===== src/rtl/brtm_pkg.sv =====
package brtm_pkg;

  typedef enum logic [1:0] {
    RC_OK     = 2'd0,
    RC_EARLY  = 2'd1,
    RC_LATE   = 2'd2,
    RC_NORESP = 2'd3
  } rc_e;

  typedef enum logic [1:0] {
    ARM_IDLE = 2'd0,
    ARM_RESP = 2'd1,
    ARM_GAP  = 2'd2
  } arm_e;

  localparam int FLAG_N      = 4;
  localparam int FL_GAP      = 0;
  localparam int FL_EARLY    = 1;
  localparam int FL_LATE     = 2;
  localparam int FL_NORESP   = 3;

endpackage


===== src/rtl/brtm_tick_counter.sv =====
module brtm_tick_counter #(
  parameter int W = 12
) (
  input  logic         clk,
  input  logic         rst_n,
  input  logic         restart_i,
  input  logic         run_i,
  output logic [W-1:0] cnt_o
);

  localparam logic [W-1:0] CNT_MAX = '1;
  localparam logic [W-1:0] CNT_ONE = W'(1);

  logic [W-1:0] cnt_q;
  logic [W-1:0] cnt_d;
  logic         cnt_en;

  always_comb begin
    cnt_en = 1'b0;
    cnt_d  = cnt_q;
    if (restart_i) begin
      cnt_en = 1'b1;
      cnt_d  = CNT_ONE;
    end else if (run_i && (cnt_q != CNT_MAX)) begin
      cnt_en = 1'b1;
      cnt_d  = cnt_q + CNT_ONE;
    end
  end

  always_ff @(posedge clk or negedge rst_n) begin
    if (!rst_n) begin
      cnt_q <= '0;
    end else if (cnt_en) begin
      cnt_q <= cnt_d;
    end
  end

  assign cnt_o = cnt_q;

  AST_CNT_RESTART: assert property (@(posedge clk) disable iff (!rst_n) restart_i |=> (cnt_q == CNT_ONE));
  AST_CNT_SATURATE: assert property (@(posedge clk) disable iff (!rst_n) ((cnt_q == CNT_MAX) && !restart_i) |=> (cnt_q == CNT_MAX));

endmodule


===== src/rtl/brtm_window_class.sv =====
module brtm_window_class
  import brtm_pkg::*;
#(
  parameter int W           = 12,
  parameter int GAP_MIN_TK  = 100,
  parameter int RESP_MIN_TK = 40,
  parameter int RESP_MAX_TK = 400
) (
  input  logic [W-1:0] ticks_i,
  input  logic         gap_i,
  output rc_e          code_o
);

  localparam logic [W-1:0] GAP_MIN_V  = W'(GAP_MIN_TK);
  localparam logic [W-1:0] RESP_MIN_V = W'(RESP_MIN_TK);
  localparam logic [W-1:0] RESP_MAX_V = W'(RESP_MAX_TK);

  always_comb begin
    code_o = RC_OK;
    if (gap_i) begin
      if (ticks_i < GAP_MIN_V) code_o = RC_EARLY;
    end else begin
      if (ticks_i < RESP_MIN_V)      code_o = RC_EARLY;
      else if (ticks_i > RESP_MAX_V) code_o = RC_LATE;
    end
  end

endmodule


===== src/rtl/brtm_sticky_flags.sv =====
module brtm_sticky_flags #(
  parameter int N = 4
) (
  input  logic         clk,
  input  logic         rst_n,
  input  logic         clr_i,
  input  logic [N-1:0] set_i,
  output logic [N-1:0] flag_o
);

  logic [N-1:0] flag_q;
  logic [N-1:0] flag_d;

  for (genvar i = 0; i < N; i++) begin : g_flag
    always_comb begin
      if (set_i[i])   flag_d[i] = 1'b1;
      else if (clr_i) flag_d[i] = 1'b0;
      else            flag_d[i] = flag_q[i];
    end

    always_ff @(posedge clk or negedge rst_n) begin
      if (!rst_n) begin
        flag_q[i] <= 1'b0;
      end else begin
        flag_q[i] <= flag_d[i];
      end
    end

    AST_FLAG_HOLD: assert property (@(posedge clk) disable iff (!rst_n) (flag_q[i] && !clr_i) |=> flag_q[i]);
    AST_FLAG_CLEAR: assert property (@(posedge clk) disable iff (!rst_n) (clr_i && !set_i[i]) |=> !flag_q[i]);
  end

  assign flag_o = flag_q;

endmodule


===== src/rtl/bus_resp_timer.sv =====
module bus_resp_timer #(
  parameter int TICK_W      = 12,
  parameter int GAP_MIN_TK  = 100,
  parameter int RESP_MIN_TK = 40,
  parameter int RESP_MAX_TK = 400,
  parameter int NORESP_TK   = 800
) (
  input  logic              clk,
  input  logic              rst_n,
  input  logic              clr_i,
  input  logic              par_mid_i,
  input  logic              reply_due_i,
  input  logic              msg_end_i,
  input  logic              sync_mid_i,
  input  logic              sync_cmd_i,
  output logic              res_valid_o,
  output logic [1:0]        res_code_o,
  output logic              res_gap_o,
  output logic [TICK_W-1:0] res_ticks_o,
  output logic [3:0]        err_flags_o
);
  import brtm_pkg::*;

  localparam logic [TICK_W-1:0] NORESP_V = TICK_W'(NORESP_TK);

  arm_e              arm_q;
  arm_e              arm_d;
  logic [TICK_W-1:0] cnt;
  rc_e               cls_code;
  logic              cmd_sync;
  logic              evt_resp;
  logic              evt_tmo;
  logic              evt_gap;
  logic              evt_any;
  logic [FLAG_N-1:0] flag_set;
  logic [FLAG_N-1:0] flags;

  logic              res_valid_q;
  rc_e               res_code_q;
  rc_e               res_code_d;
  logic              res_gap_q;
  logic [TICK_W-1:0] res_ticks_q;

  brtm_tick_counter #(
    .W (TICK_W)
  ) u_cnt (
    .clk       (clk),
    .rst_n     (rst_n),
    .restart_i (par_mid_i),
    .run_i     (arm_q != ARM_IDLE),
    .cnt_o     (cnt)
  );

  brtm_window_class #(
    .W           (TICK_W),
    .GAP_MIN_TK  (GAP_MIN_TK),
    .RESP_MIN_TK (RESP_MIN_TK),
    .RESP_MAX_TK (RESP_MAX_TK)
  ) u_cls (
    .ticks_i (cnt),
    .gap_i   (arm_q == ARM_GAP),
    .code_o  (cls_code)
  );

  // closing events; a parity strobe in the same cycle overrides them
  always_comb begin
    cmd_sync = sync_mid_i && sync_cmd_i && !par_mid_i;
    evt_resp = (arm_q == ARM_RESP) && cmd_sync;
    evt_tmo  = (arm_q == ARM_RESP) && !cmd_sync && !par_mid_i && (cnt == NORESP_V);
    evt_gap  = (arm_q == ARM_GAP) && cmd_sync;
    evt_any  = evt_resp || evt_tmo || evt_gap;
  end

  always_comb begin
    arm_d = arm_q;
    if (par_mid_i) begin
      if (reply_due_i)    arm_d = ARM_RESP;
      else if (msg_end_i) arm_d = ARM_GAP;
      else                arm_d = ARM_IDLE;
    end else if (evt_any) begin
      arm_d = ARM_IDLE;
    end
  end

  always_comb begin
    res_code_d = evt_tmo ? RC_NORESP : cls_code;
    flag_set = '0;
    flag_set[FL_GAP]    = evt_gap && (cls_code == RC_EARLY);
    flag_set[FL_EARLY]  = evt_resp && (cls_code == RC_EARLY);
    flag_set[FL_LATE]   = evt_resp && (cls_code == RC_LATE);
    flag_set[FL_NORESP] = evt_tmo;
  end

  always_ff @(posedge clk or negedge rst_n) begin
    if (!rst_n) begin
      arm_q       <= ARM_IDLE;
      res_valid_q <= 1'b0;
      res_code_q  <= RC_OK;
      res_gap_q   <= 1'b0;
      res_ticks_q <= '0;
    end else begin
      arm_q       <= arm_d;
      res_valid_q <= evt_any;
      if (evt_any) begin
        res_code_q  <= res_code_d;
        res_gap_q   <= evt_gap;
        res_ticks_q <= cnt;
      end
    end
  end

  brtm_sticky_flags #(
    .N (FLAG_N)
  ) u_flags (
    .clk    (clk),
    .rst_n  (rst_n),
    .clr_i  (clr_i),
    .set_i  (flag_set),
    .flag_o (flags)
  );

  assign res_valid_o = res_valid_q;
  assign res_code_o  = res_code_q;
  assign res_gap_o   = res_gap_q;
  assign res_ticks_o = res_ticks_q;
  assign err_flags_o = flags;

  AST_VALID_PULSE: assert property (@(posedge clk) disable iff (!rst_n) res_valid_q |=> !res_valid_q);
  AST_NORESP_TICKS: assert property (@(posedge clk) disable iff (!rst_n) (res_valid_q && res_code_q == RC_NORESP) |-> (res_ticks_q == NORESP_V && !res_gap_q));
  AST_GAP_CODES: assert property (@(posedge clk) disable iff (!rst_n) (res_valid_q && res_gap_q) |-> (res_code_q == RC_OK || res_code_q == RC_EARLY));
  AST_LATE_FLAGGED: assert property (@(posedge clk) disable iff (!rst_n) (res_valid_q && !res_gap_q && res_code_q == RC_LATE) |-> err_flags_o[FL_LATE]);
  AST_NORESP_FLAGGED: assert property (@(posedge clk) disable iff (!rst_n) (res_valid_q && res_code_q == RC_NORESP) |-> err_flags_o[FL_NORESP]);

endmodule


===== config.mk =====
export PLATFORM = sky130hd
export DESIGN_NAME = bus_resp_timer
export DESIGN_NICKNAME = d
export VERILOG_FILES = /design/src/rtl/brtm_pkg.sv /design/src/rtl/brtm_tick_counter.sv /design/src/rtl/brtm_window_class.sv /design/src/rtl/brtm_sticky_flags.sv /design/src/rtl/bus_resp_timer.sv
export SDC_FILE = /design/constraint.sdc
export NUM_CORES = 1
export LEC_CHECK = 0
export BUFFER_PORTS_ARGS = -buffer_cell sky130_fd_sc_hd__buf_2
export CAP_MARGIN = 20
export CORE_MARGIN = 2
export CORE_UTILIZATION = 49
export CTS_CLUSTER_SIZE = 10
export DETAILED_ROUTE_END_ITERATION = 7
export GPL_ROUTABILITY_DRIVEN = 0
export PLACE_DENSITY = 0.69
export SYNTH_ARGS = -nofsm -noshare
export SYNTH_HDL_FRONTEND = slang
export SYNTH_SLANG_ARGS = --single-unit

===== constraint.sdc =====
create_clock -name clk -period 3 [get_ports clk]
set_input_delay 0 -clock clk [delete_from_list [all_inputs] [get_ports clk]]
set_output_delay 0 -clock clk [all_outputs]
set_load 0.005 [all_outputs]

==> run_results.csv <==
group,metric,value,unit
logic_synthesis,post-synth-top-area-cell,"dfrtp_1",
placement,io_buffers,27,
sta,drv_slew,0,
clocking,cts_tree,"done",
sta,finalHoldViolations,0,
floorplan,core_region_area,3360,sq um
logic_synthesis,yosysSeqAreaShare,49.0,%
final_layout,nNetsFinal,196,
clocking,cts_buffers,5,
sta,fin_tns_setup,0,ns
setup_path,endpoint_kind,"flop",
floorplan,die_area,4030,sq um
clocking,cts_root_buffer,"clkbuf_4",
pwr,clkPwrFrac,26.0,%
logic_synthesis,synth.distinct_cells,48,
floorplan,core.rowCount,21,
pwr,switching_power,0.000247,W
logic_synthesis,synth.most_common_cell,"dfrtp_1",
sta,clock.fmax,508,MHz
clocking,cts-resized-gates,0,
pwr,swShare,27.6,%
floorplan,die_x,63.5,um
setup_path,cp.required,3.22,ns
pwr,p_leak,0.930,nW
logic_synthesis,yosysTopAreaCellShare,49.0,%
clocking,clk_pin_slew,0.10,ns
sta,max-slew-margin-rel,49.6,%
logic_synthesis,syn_area,1740,sq um
logic_synthesis,synthCells,156,
clocking,postCtsSetupRepairBufs,0,
pwr,p_int,0.000647,W
setup_path,crit_type,"reg2reg",
logic_synthesis,synth.net_count,166,
sta,post-route-min-period,1.97,ns
route,post_drt_wl_per_cell,15.8,um
min_path,hp-class,"in2reg",
sta,finalSetupViolations,0,
logic_synthesis,ys_seq_elements,34,
clocking,cts_hold_buf,5,
placement,dpl.hpwl,2.51,mm
route,ant_nets,0,
route,vias_per_cell,5.59,
grt,track_usage,20.5,%
sta,whs,0.0684,ns
grt,antenna_found_initial,0,
logic_synthesis,synth_edf_count,0,
clocking,clockBufferDepth,2,
grt,first_global_vias,1365,
setup_path,crit_path_start_kind,"flop",
setup_path,crit_arrival,2.18,ns
pwr,comb_power_share,15.4,%
logic_synthesis,synthArstFlopShare,100,%
logic_synthesis,synth_common_cells,"dfrtp_1 (34), nor2_1 (12), inv_1 (8), nand3_1 (8), o21ai_0 (7)",
clocking,clock_latency,0.33,ns
sta,fin_crit_sh,65.6,%
floorplan,initial_core_util,51.6,%
job,cap_violations,0,
floorplan,die_h,63.5,um
grt,grt_pass1_wl,6.48,mm
final_layout,n_antenna_cell,0,
clocking,cts.sinks,34,
logic_synthesis,synth_area_leaders,"dfrtp_1 (49%), mux2_4 (4.3%), mux2_2 (3.2%)",
logic_synthesis,yosysWarnings,0,
final_layout,layout-drive-gt1-share,30.6,%
route,first_pass_iters,4,
grt,overflow,0,
outcome,status,"completed",
logic_synthesis,ys.flop_type,"dfrtp_1",
route,drt_iter0_markers,76,
grt,grt_max_degree,35,
pwr,p_per_area,452,nW/um^2
logic_synthesis,syn_area_per_cell,11.1,sq um
pwr,ir_drop,187,uV
route,drcViolationCount,0,
final_layout,syn_to_final_growth,13.9,%
final_layout,finalCoreUtilization,58.8,%
setup_path,crit_fanout,13,
route,wirelength,3.66,mm
sta,worstMarginPinSlew,0.756,ns
route,vias,1296,
floorplan,ios,28,
clocking,htree_num_levels,2,
pwr,p_seq_share,58.6,%
sta,rsz0062_at_grt,"false",
sta,finClkSkew,0.0101,ns
cell families (layout without fill, tap and decap cells):
group	after synthesis	count (layout)	share of synthesized area, %
AND/OR/NAND/NOR	53	53	19.7
flip-flops	34	34	49.0
AO/OA/AOI/OAI	33	33	14.3
buffers and inverters	18	48	4.76
multiplexers	11	11	8.15
XOR/XNOR	4	4	2.02
adder cells (fa/ha/maj)	3	3	2.02
placed cells by master, fill, tap and decap left out, types with 2 or more instances in the layout:
cell type | netlist | routed
inv_1 | 8 | 8
ha_1 | 2 | 2
a211oi_1 | 2 | 2
nand2_1 | 4 | 4
nor2b_1 | 3 | 3
nand2b_1 | 4 | 4
and4bb_2 | 2 | 2
dfrtp_1 | 34 | 34
nand4_1 | 3 | 3
mux2_2 | 5 | 5
a22o_1 | 5 | 5
clkinv_2 | 0 | 2
nor3_1 | 2 | 2
clkbuf_4 | 0 | 5
o32ai_1 | 2 | 2
a31oi_1 | 2 | 2
nand3b_1 | 2 | 2
o21ai_0 | 7 | 7
buf_2 | 6 | 27
nand3_1 | 8 | 8
a21oi_1 | 3 | 3
and4_4 | 3 | 3
xnor2_1 | 4 | 4
nor2_1 | 12 | 12
and4_1 | 2 | 2
dlygate4sd3_1 | 0 | 5
o211ai_1 | 2 | 2
mux2_4 | 5 | 5
cell type report:
cell class	instances	area, sq um
sequential	34	851
timing repair buffer	32	185
fill	299	1390
clock inverter	2	10.0
inverter	9	33.8
clock buffer	5	37.5
multi-input combinational	104	802
tap	46	57.6
worst max-delay path, cell delays in order, from the launching register on:
cell,delay [ns]
dfrtp_1,0.44
inv_1,0.10
ha_1,0.21
and4bb_2,0.22
and4_4,0.16
nor2_4,0.34
mux2_2,0.38
power by group through the flow:
stage	Clock (W)	Combinational, W	Sequential, W
after global routing	0.000264	0.000155	0.000527
after CTS	0.000242	0.000141	0.000523
after floorplan	0	0.0000894	0.000522
after global placement	0	0.000134	0.000529
final	0.000232	0.000138	0.000523
after detailed placement	0	0.000136	0.000531
per-layer routing:
metal / GRT usage [%] / routed length, um / up-vias
met5: 0 / 0 / -
met4: 5.98 / 44 / 0
met3: 5.36 / 125 / 5
met2: 35.4 / 1810 / 28
met1: 24.9 / 1680 / 632
li1: - / - / 631
through the flow:
stage	std cells	worst slack [ns]	total power (W)	cell area, sq um
2_1_floorplan	156	1.28	0.000611	1740
3_3_place_gp	220	1.12	0.000663	1880
3_5_place_dp	220	1.05	0.000667	1880
4_1_cts	232	1.04	0.000906	1980
5_1_grt	232	0.933	0.000947	1980
6_report	232	1.03	0.000893	1980
sequential cells by signal, summed over array words and instances, names as in the netlist:
register	cells
res_valid_o	1
u_flags.flag_o	4
res_ticks_o	12
u_cnt.cnt_o	12
res_gap_o	1
arm_q	2
res_code_o	2
final timing paths:
| kind | startpoint | to | depth (start not counted) | slack (ns) |
|---|---|---|---|---|
| worst max-delay path | u_cnt.cnt_o[0]$_DFFE_PN0P_ | res_ticks_o[9]$_DFFE_PN0P_ | 6 | 1.03 |
| worst max register to register | u_cnt.cnt_o[0]$_DFFE_PN0P_ | res_ticks_o[9]$_DFFE_PN0P_ | 6 | 1.03 |
| worst min register to register | res_code_o[1]$_DFFE_PN0P_ | res_code_o[1]$_DFFE_PN0P_ | 2 | 0.50 |
| min in group asynchronous | rst_n | res_code_o[1]$_DFFE_PN0P_ | 2 | 0.27 |
| max in group asynchronous | rst_n | u_cnt.cnt_o[6]$_DFFE_PN0P_ | 2 | 2.24 |
| worst min-delay path | par_mid_i | u_cnt.cnt_o[1]$_DFFE_PN0P_ | 2 | 0.07 |
Note: power is estimated with default switching activity, not from simulation.
